## src/rtl/spi_cap_pkg.sv

```systemverilog
package spi_cap_pkg;
  typedef enum logic {
    SEQ_IDLE  = 1'b0,
    SEQ_SHIFT = 1'b1
  } seq_state_e;
endpackage

```

## src/rtl/pwr_thermo.sv

```systemverilog
module pwr_thermo #(
  parameter int N_CH = 16
) (
  input  logic            clk_i,
  input  logic            rst_ni,
  output logic [N_CH-1:0] therm_o
);
  logic [N_CH-1:0] therm_q;

  generate
    if (N_CH > 1) begin : g_multi
      always_ff @(posedge clk_i or negedge rst_ni) begin
        if (!rst_ni) therm_q <= '0;
        else         therm_q <= {therm_q[N_CH-2:0], 1'b1};
      end
    end else begin : g_single
      always_ff @(posedge clk_i or negedge rst_ni) begin
        if (!rst_ni) therm_q <= '0;
        else         therm_q <= 1'b1;
      end
    end
  endgenerate

  assign therm_o = therm_q;
endmodule

```

## src/rtl/spi_seq.sv

```systemverilog
module spi_seq
  import spi_cap_pkg::*;
#(
  parameter int DATA_W   = 16,
  parameter int SCLK_DIV = 4
) (
  input  logic clk_i,
  input  logic rst_ni,
  input  logic ready_i,
  input  logic start_i,
  output logic sclk_o,
  output logic cs_n_o,
  output logic sample_o,
  output logic frame_end_o,
  output logic busy_o
);
  localparam int HALF  = SCLK_DIV / 2;
  localparam int PH_W  = (SCLK_DIV > 2) ? $clog2(SCLK_DIV) : 1;
  localparam int BIT_W = (DATA_W > 2) ? $clog2(DATA_W) : 1;

  seq_state_e       state_q;
  logic [PH_W-1:0]  ph_q;
  logic [BIT_W-1:0] bit_q;
  logic             ph_last, bit_last;

  assign ph_last  = (ph_q == PH_W'(SCLK_DIV - 1));
  assign bit_last = (bit_q == BIT_W'(DATA_W - 1));

  always_ff @(posedge clk_i or negedge rst_ni) begin
    if (!rst_ni) begin
      state_q <= SEQ_IDLE;
      ph_q    <= '0;
      bit_q   <= '0;
    end else begin
      case (state_q)
        SEQ_IDLE: begin
          if (start_i && ready_i) begin
            state_q <= SEQ_SHIFT;
            ph_q    <= '0;
            bit_q   <= '0;
          end
        end
        SEQ_SHIFT: begin
          if (ph_last) begin
            ph_q <= '0;
            if (bit_last) state_q <= SEQ_IDLE;
            else          bit_q   <= bit_q + 1'b1;
          end else begin
            ph_q <= ph_q + 1'b1;
          end
        end
        default: state_q <= SEQ_IDLE;
      endcase
    end
  end

  always_comb begin
    busy_o      = (state_q == SEQ_SHIFT);
    cs_n_o      = !busy_o;
    sclk_o      = busy_o && (ph_q >= PH_W'(HALF));
    sample_o    = busy_o && (ph_q == PH_W'(HALF));
    frame_end_o = busy_o && ph_last && bit_last;
  end
endmodule

```

## src/rtl/chan_out_reg.sv

```systemverilog
module chan_out_reg (
  input  logic clk_i,
  input  logic rst_ni,
  input  logic release_i,
  input  logic sclk_i,
  input  logic cs_n_i,
  output logic sclk_o,
  output logic cs_n_o
);
  // sync clear driven only by the thermometer bit keeps each copy distinct
  always_ff @(posedge clk_i or negedge rst_ni) begin
    if (!rst_ni) begin
      sclk_o <= 1'b0;
      cs_n_o <= 1'b1;
    end else if (!release_i) begin
      sclk_o <= 1'b0;
      cs_n_o <= 1'b1;
    end else begin
      sclk_o <= sclk_i;
      cs_n_o <= cs_n_i;
    end
  end
endmodule

```

## src/rtl/chan_capture.sv

```systemverilog
module chan_capture #(
  parameter int DATA_W = 16
) (
  input  logic              clk_i,
  input  logic              rst_ni,
  input  logic              miso_i,
  input  logic              sample_i,
  input  logic              load_i,
  output logic [DATA_W-1:0] result_o
);
  logic [DATA_W-1:0] shift_q, shift_d;

  // load takes the post-sample value so the last bit may land on the load edge
  always_comb begin
    shift_d = shift_q;
    if (sample_i) shift_d = {shift_q[DATA_W-2:0], miso_i};
  end

  always_ff @(posedge clk_i or negedge rst_ni) begin
    if (!rst_ni) begin
      shift_q  <= '0;
      result_o <= '0;
    end else begin
      shift_q <= shift_d;
      if (load_i) result_o <= shift_d;
    end
  end
endmodule

```

## src/rtl/spi_par_capture.sv

```systemverilog
module spi_par_capture #(
  parameter int N_CH     = 16,
  parameter int DATA_W   = 16,
  parameter int SCLK_DIV = 4
) (
  input  logic                     clk_i,
  input  logic                     rst_ni,
  input  logic                     start_i,
  input  logic [N_CH-1:0]          miso_i,
  output logic [N_CH-1:0]          sclk_o,
  output logic [N_CH-1:0]          cs_n_o,
  output logic [N_CH*DATA_W-1:0]   result_o,
  output logic                     valid_o,
  output logic                     busy_o
);
  logic [N_CH-1:0] therm;
  logic            ready;
  logic            sclk_int, cs_n_int, sample, frame_end;

  pwr_thermo #(.N_CH(N_CH)) u_thermo (
    .clk_i  (clk_i),
    .rst_ni (rst_ni),
    .therm_o(therm)
  );

  assign ready = &therm;

  spi_seq #(.DATA_W(DATA_W), .SCLK_DIV(SCLK_DIV)) u_seq (
    .clk_i      (clk_i),
    .rst_ni     (rst_ni),
    .ready_i    (ready),
    .start_i    (start_i),
    .sclk_o     (sclk_int),
    .cs_n_o     (cs_n_int),
    .sample_o   (sample),
    .frame_end_o(frame_end),
    .busy_o     (busy_o)
  );

  for (genvar c = 0; c < N_CH; c++) begin : g_ch
    chan_out_reg u_out (
      .clk_i    (clk_i),
      .rst_ni   (rst_ni),
      .release_i(therm[c]),
      .sclk_i   (sclk_int),
      .cs_n_i   (cs_n_int),
      .sclk_o   (sclk_o[c]),
      .cs_n_o   (cs_n_o[c])
    );

    chan_capture #(.DATA_W(DATA_W)) u_cap (
      .clk_i   (clk_i),
      .rst_ni  (rst_ni),
      .miso_i  (miso_i[c]),
      .sample_i(sample),
      .load_i  (frame_end),
      .result_o(result_o[c*DATA_W +: DATA_W])
    );
  end

  always_ff @(posedge clk_i or negedge rst_ni) begin
    if (!rst_ni) valid_o <= 1'b0;
    else         valid_o <= frame_end;
  end
endmodule

```

## config.mk

```make
export PLATFORM = sky130hd
export DESIGN_NAME = spi_par_capture
export DESIGN_NICKNAME = d
export VERILOG_FILES = /design/src/rtl/spi_cap_pkg.sv /design/src/rtl/pwr_thermo.sv /design/src/rtl/spi_seq.sv /design/src/rtl/chan_out_reg.sv /design/src/rtl/chan_capture.sv /design/src/rtl/spi_par_capture.sv
export SDC_FILE = /design/constraint.sdc
export NUM_CORES = 1
export LEC_CHECK = 0
export ABC_AREA = 1
export CORE_UTILIZATION = 40
export CTS_CLUSTER_DIAMETER = 30
export CTS_CLUSTER_SIZE = 14
export DETAILED_ROUTE_END_ITERATION = 7
export GPL_TIMING_DRIVEN = 1
export PLACE_DENSITY = 0.64
export SYNTH_ARGS = -nofsm -noshare
export SYNTH_HDL_FRONTEND = slang
export SYNTH_SLANG_ARGS = --single-unit
```

## constraint.sdc

```tcl
create_clock -name clk_i -period 2.25 [get_ports clk_i]
set_clock_uncertainty 0.15 [all_clocks]
set_input_delay 0.3375 -clock clk_i [delete_from_list [all_inputs] [get_ports clk_i]]
set_output_delay 0.3375 -clock clk_i [all_outputs]
set_load 0.03 [all_outputs]
```

==> key figures <==
Status
  • Status: finished clean

Routing
  • Vias: ~16000
  • Final ANT Viol Nets: 0
  • # DRC: 0
  • First DRT Iteration DRCs: ~1100
  • DR WL/cell: ~17 um
  • Routed vias/inst: 5.12
  • 1st-pass router iterations: 5
  • Routed WL: between 50000 and 60000 um

Critical path
  • CP arrival: ~1.7 ns
  • CP peak stage delay: 0.69 ns
  • Top delay family on crit path: buffers and inverters
  • Critical path launch point type: flop
  • CP bufs+invs: 1
  • Slowest stage cell, crit path: clkdlybuf4s50_1
  • Cell Chain, Critical Path: clkdlybuf4s50_1
  • Worst EP required: roughly 1.8 ns
  • CP Max Fanout: 2
  • Kind of end point of the critical path: output pin
  • CP Class: reg2out

Final layout
  • Final #Nets: about 2400
  • Antenna cells: 0
  • Share of post-route cells with drive strength above 1: 0.126
  • Finished layout cell area: around 29000 um^2
  • FILL cells: 4490
  • P&R area growth vs syn: 36.5%

Placement
  • Port Buffers: 308
  • DP Worst Slack: about 0.22 ns
  • GPL Wtd Cong: between 0.7 and 0.8
  • DPL Wire Length: roughly 33000 um
  • Placed cell area: around 25000 um^2

Yosys
  • Distinct cell type count after synthesis: 24
  • Synth Register Bits: around 570
  • Synth warn: 0
  • Seq/Total Area, Yosys: 0.669
  • Mapped Cells: between 2000 and 2500
  • Syn Std Cell Area: 21300 um^2
  • Syn Area/Cell: between 10 and 15 um^2
  • Post-Syn Nets: roughly 2100

Global route
  • First-pass GRT wire length: between 80000 and 90000 um
  • Overflow after GRT: 0
  • Largest net degree at the start of global routing: 132
  • GRT Overall Usage: 0.198
  • Initial antenna violation count: 0
  • Vias in the first global route: about 17000

Power
  • Peak VDD IR: approximately 0.6 mV
  • P_leak: between 10 and 15 nW
  • Clock power frac: 0.609
  • Final Total Pwr: 0.0276 W
  • Comb power frac: 0.017
  • PwrDens: 949 nW/um^2
  • Int Power: ~0.022 W
  • Switching Fraction: 0.215
  • Seq pwr share: 0.374
  • P_sw: 0.00591 W

STA
  • Worst Tran Pin Value: around 1.1 ns
  • Min Clock Period, post-route: 2.20 ns
  • Unrepaired setup endpoints after global routing: no
  • Final hold slack: between 0.06 and 0.07 ns
  • Worst slew margin: 0.233
  • Slew Viols, Final: 0
  • Fin. Hold Viols: 0
  • Setup TNS: 0 ns
  • Tcrit/Tclk final: 0.978
  • Fmax: 455 MHz
  • Final setup margin: 0.0505 ns
  • Final Setup Violations: 0

Run
  • # Max-Cap Violations: 0

Clock network
  • CTS tree: done
  • Clk Latency, worst-skew pair: roughly 0.64 ns
  • # clock sinks: approximately 570
  • Clock-pin slew of the registers on the worst-case setup and hold paths: 0.06 ns
  • Total CTS buffers: 108
  • Longest Clk Path Bufs: 3
  • Max H-tree Level: 3
  • Root Buffer: clkbuf_16

Die
  • Core Rows: between 80 and 90
  • Core area: approximately 53000 um^2
  • Initial Util: 0.405
  • # IOs: between 300 and 400
  • DIE HEIGHT: about 230 um
  • Die Span X: 233 um
  • Die area: around 54000 um^2

Worst hold path
  • Worst hold path class: in2async
## synth_stat cells
master,count,area share
buf_1,9,0.0016
buf_6,2,0.0011
nand2_1,502,0.089
mux2_2,32,0.017
buf_2,100,0.024
nand2_2,1,0.00029
o21bai_1,1,0.00035
o21ai_0,17,0.0040
buf_4,37,0.013
nand3_1,228,0.054
o22ai_1,1,0.00029
dfrtp_1,552,0.65
nor2_1,262,0.046
clkbuf_1,21,0.0037
ha_1,3,0.0018
inv_1,23,0.0041
a21oi_1,17,0.0040
nor2_2,1,0.00029
xor2_1,2,0.00082
or2_2,2,0.00059
o21a_1,1,0.00035
conb_1,1,0.00018
a31oi_1,224,0.066
dfstp_2,16,0.020
## registers in the layout (all words and copies together), names as in the netlist
name	flops
g_ch.u_cap.result_o	256
g_ch.u_cap.shift_q	256
g_ch.u_out.cs_n_o	16
g_ch.u_out.sclk_o	16
u_thermo.therm_o	16
u_seq.bit_q	4
u_seq.ph_q	2
u_seq.busy_o	1
valid_o	1
## worst reg2reg max path, stage by stage (launching register included)
cell	delay (ns)
dfrtp_1	0.38
ha_1	0.19
nand3_1	0.16
nor2_4	0.25
buf_12	0.33
buf_12	0.28
nor2_1	0.06
a31oi_1	0.16
## cell families (layout without fill, tap and decap cells)
logic type                 after synthesis  in the layout  synth area share
AOI/OAI and AO/OA                      261            261            0.0749
xor gates and xnor gates                 2              2          0.000823
adders and majority gates                3              3           0.00176
buffers and inverters                  192            598            0.0470
DFF                                    568            568             0.669
muxes                                   32             32            0.0169
other                                    1              1          0.000176
and+or+nand+nor                        996            996             0.190
## routing by layer
layer | wire, um | track usage
met5 | 0 | 0
met4 | 1300 | 0.0790
met1 | 22500 | 0.260
met2 | 24900 | 0.307
met3 | 3810 | 0.0583
## layout make-up
cell class              instances  area (um^2)  share of cell area
flip-flops and latches        568        14200               0.490
multi-input cells            1295         6080               0.209
repair buffers                371         3910               0.135
clock buffers                 128         2890              0.0995
clock inverters                76          982              0.0338
well taps                     688          861              0.0296
inverters                      23         86.3             0.00297
## through the flow
stage                     instances  utilization
after global placement         2944        0.479
after detailed placement       2944        0.479
final                          3149        0.553
after floorplan                2055            -
after global routing           3149        0.553
after CTS                      3149        0.551
## power by group through the flow
stage | registers, W | logic [W] | clock network (W)
floorplan | 0.0105 | 0.0000455 | 0
global placement | 0.0105 | 0.000464 | 0
detailed placement | 0.0105 | 0.000474 | 0
CTS | 0.0103 | 0.000476 | 0.0171
global route | 0.0103 | 0.000515 | 0.0176
finish | 0.0103 | 0.000456 | 0.0168
## cell usage in the layout, fill, tap and decap left out, drive strengths merged
cell type,netlist,layout
dlygate4sd3,0,1
clkinv,0,28
nand2,503,503
o22ai,1,1
o21ai,17,17
nand3,228,228
o21bai,1,1
o21a,1,1
a31oi,224,224
dfstp,16,16
xor2,2,2
clkbuf,21,128
a21oi,17,17
ha,3,3
or2,2,2
buf,148,63
clkinvlp,0,12
mux2,32,32
conb,1,1
dfrtp,552,552
bufinv,0,17
dlymetal6s2s,0,30
dlygate4sd2,0,56
clkdlybuf4s50,0,221
nor2,263,263
inv,23,42
## worst paths after layout
path,startpoint,to,slack [ns],cells after the start
max in group asynchronous,rst_ni,g_ch[3].u_cap.result_o[4]$_DFFE_PN0P_,1.05,4
max reg2reg,u_seq.bit_q[0]$_DFFE_PN0P_,g_ch[1].u_cap.result_o[12]$_DFFE_PN0P_,0.19,7
min in group clk_i,miso_i[4],g_ch[4].u_cap.shift_q[0]$_DFF_PN0_,0.14,3
min reg2reg,u_thermo.therm_o[14]$_DFF_PN0_,u_thermo.therm_o[15]$_DFF_PN0_,0.25,0
max,g_ch[0].u_cap.result_o[3]$_DFFE_PN0P_,result_o[3],0.05,1
min,rst_ni,u_thermo.therm_o[15]$_DFF_PN0_,0.07,2
## timing repair
item / 4_1_cts / 5_1_grt
hold buffers: 1 / 0
setup endpoints to repair: 56 / 30
hold endpoints to repair: 403 / 0
buffers inserted: 0 / 0
gates resized for setup: 56 / 30
Power figures use the tool's default switching activity.
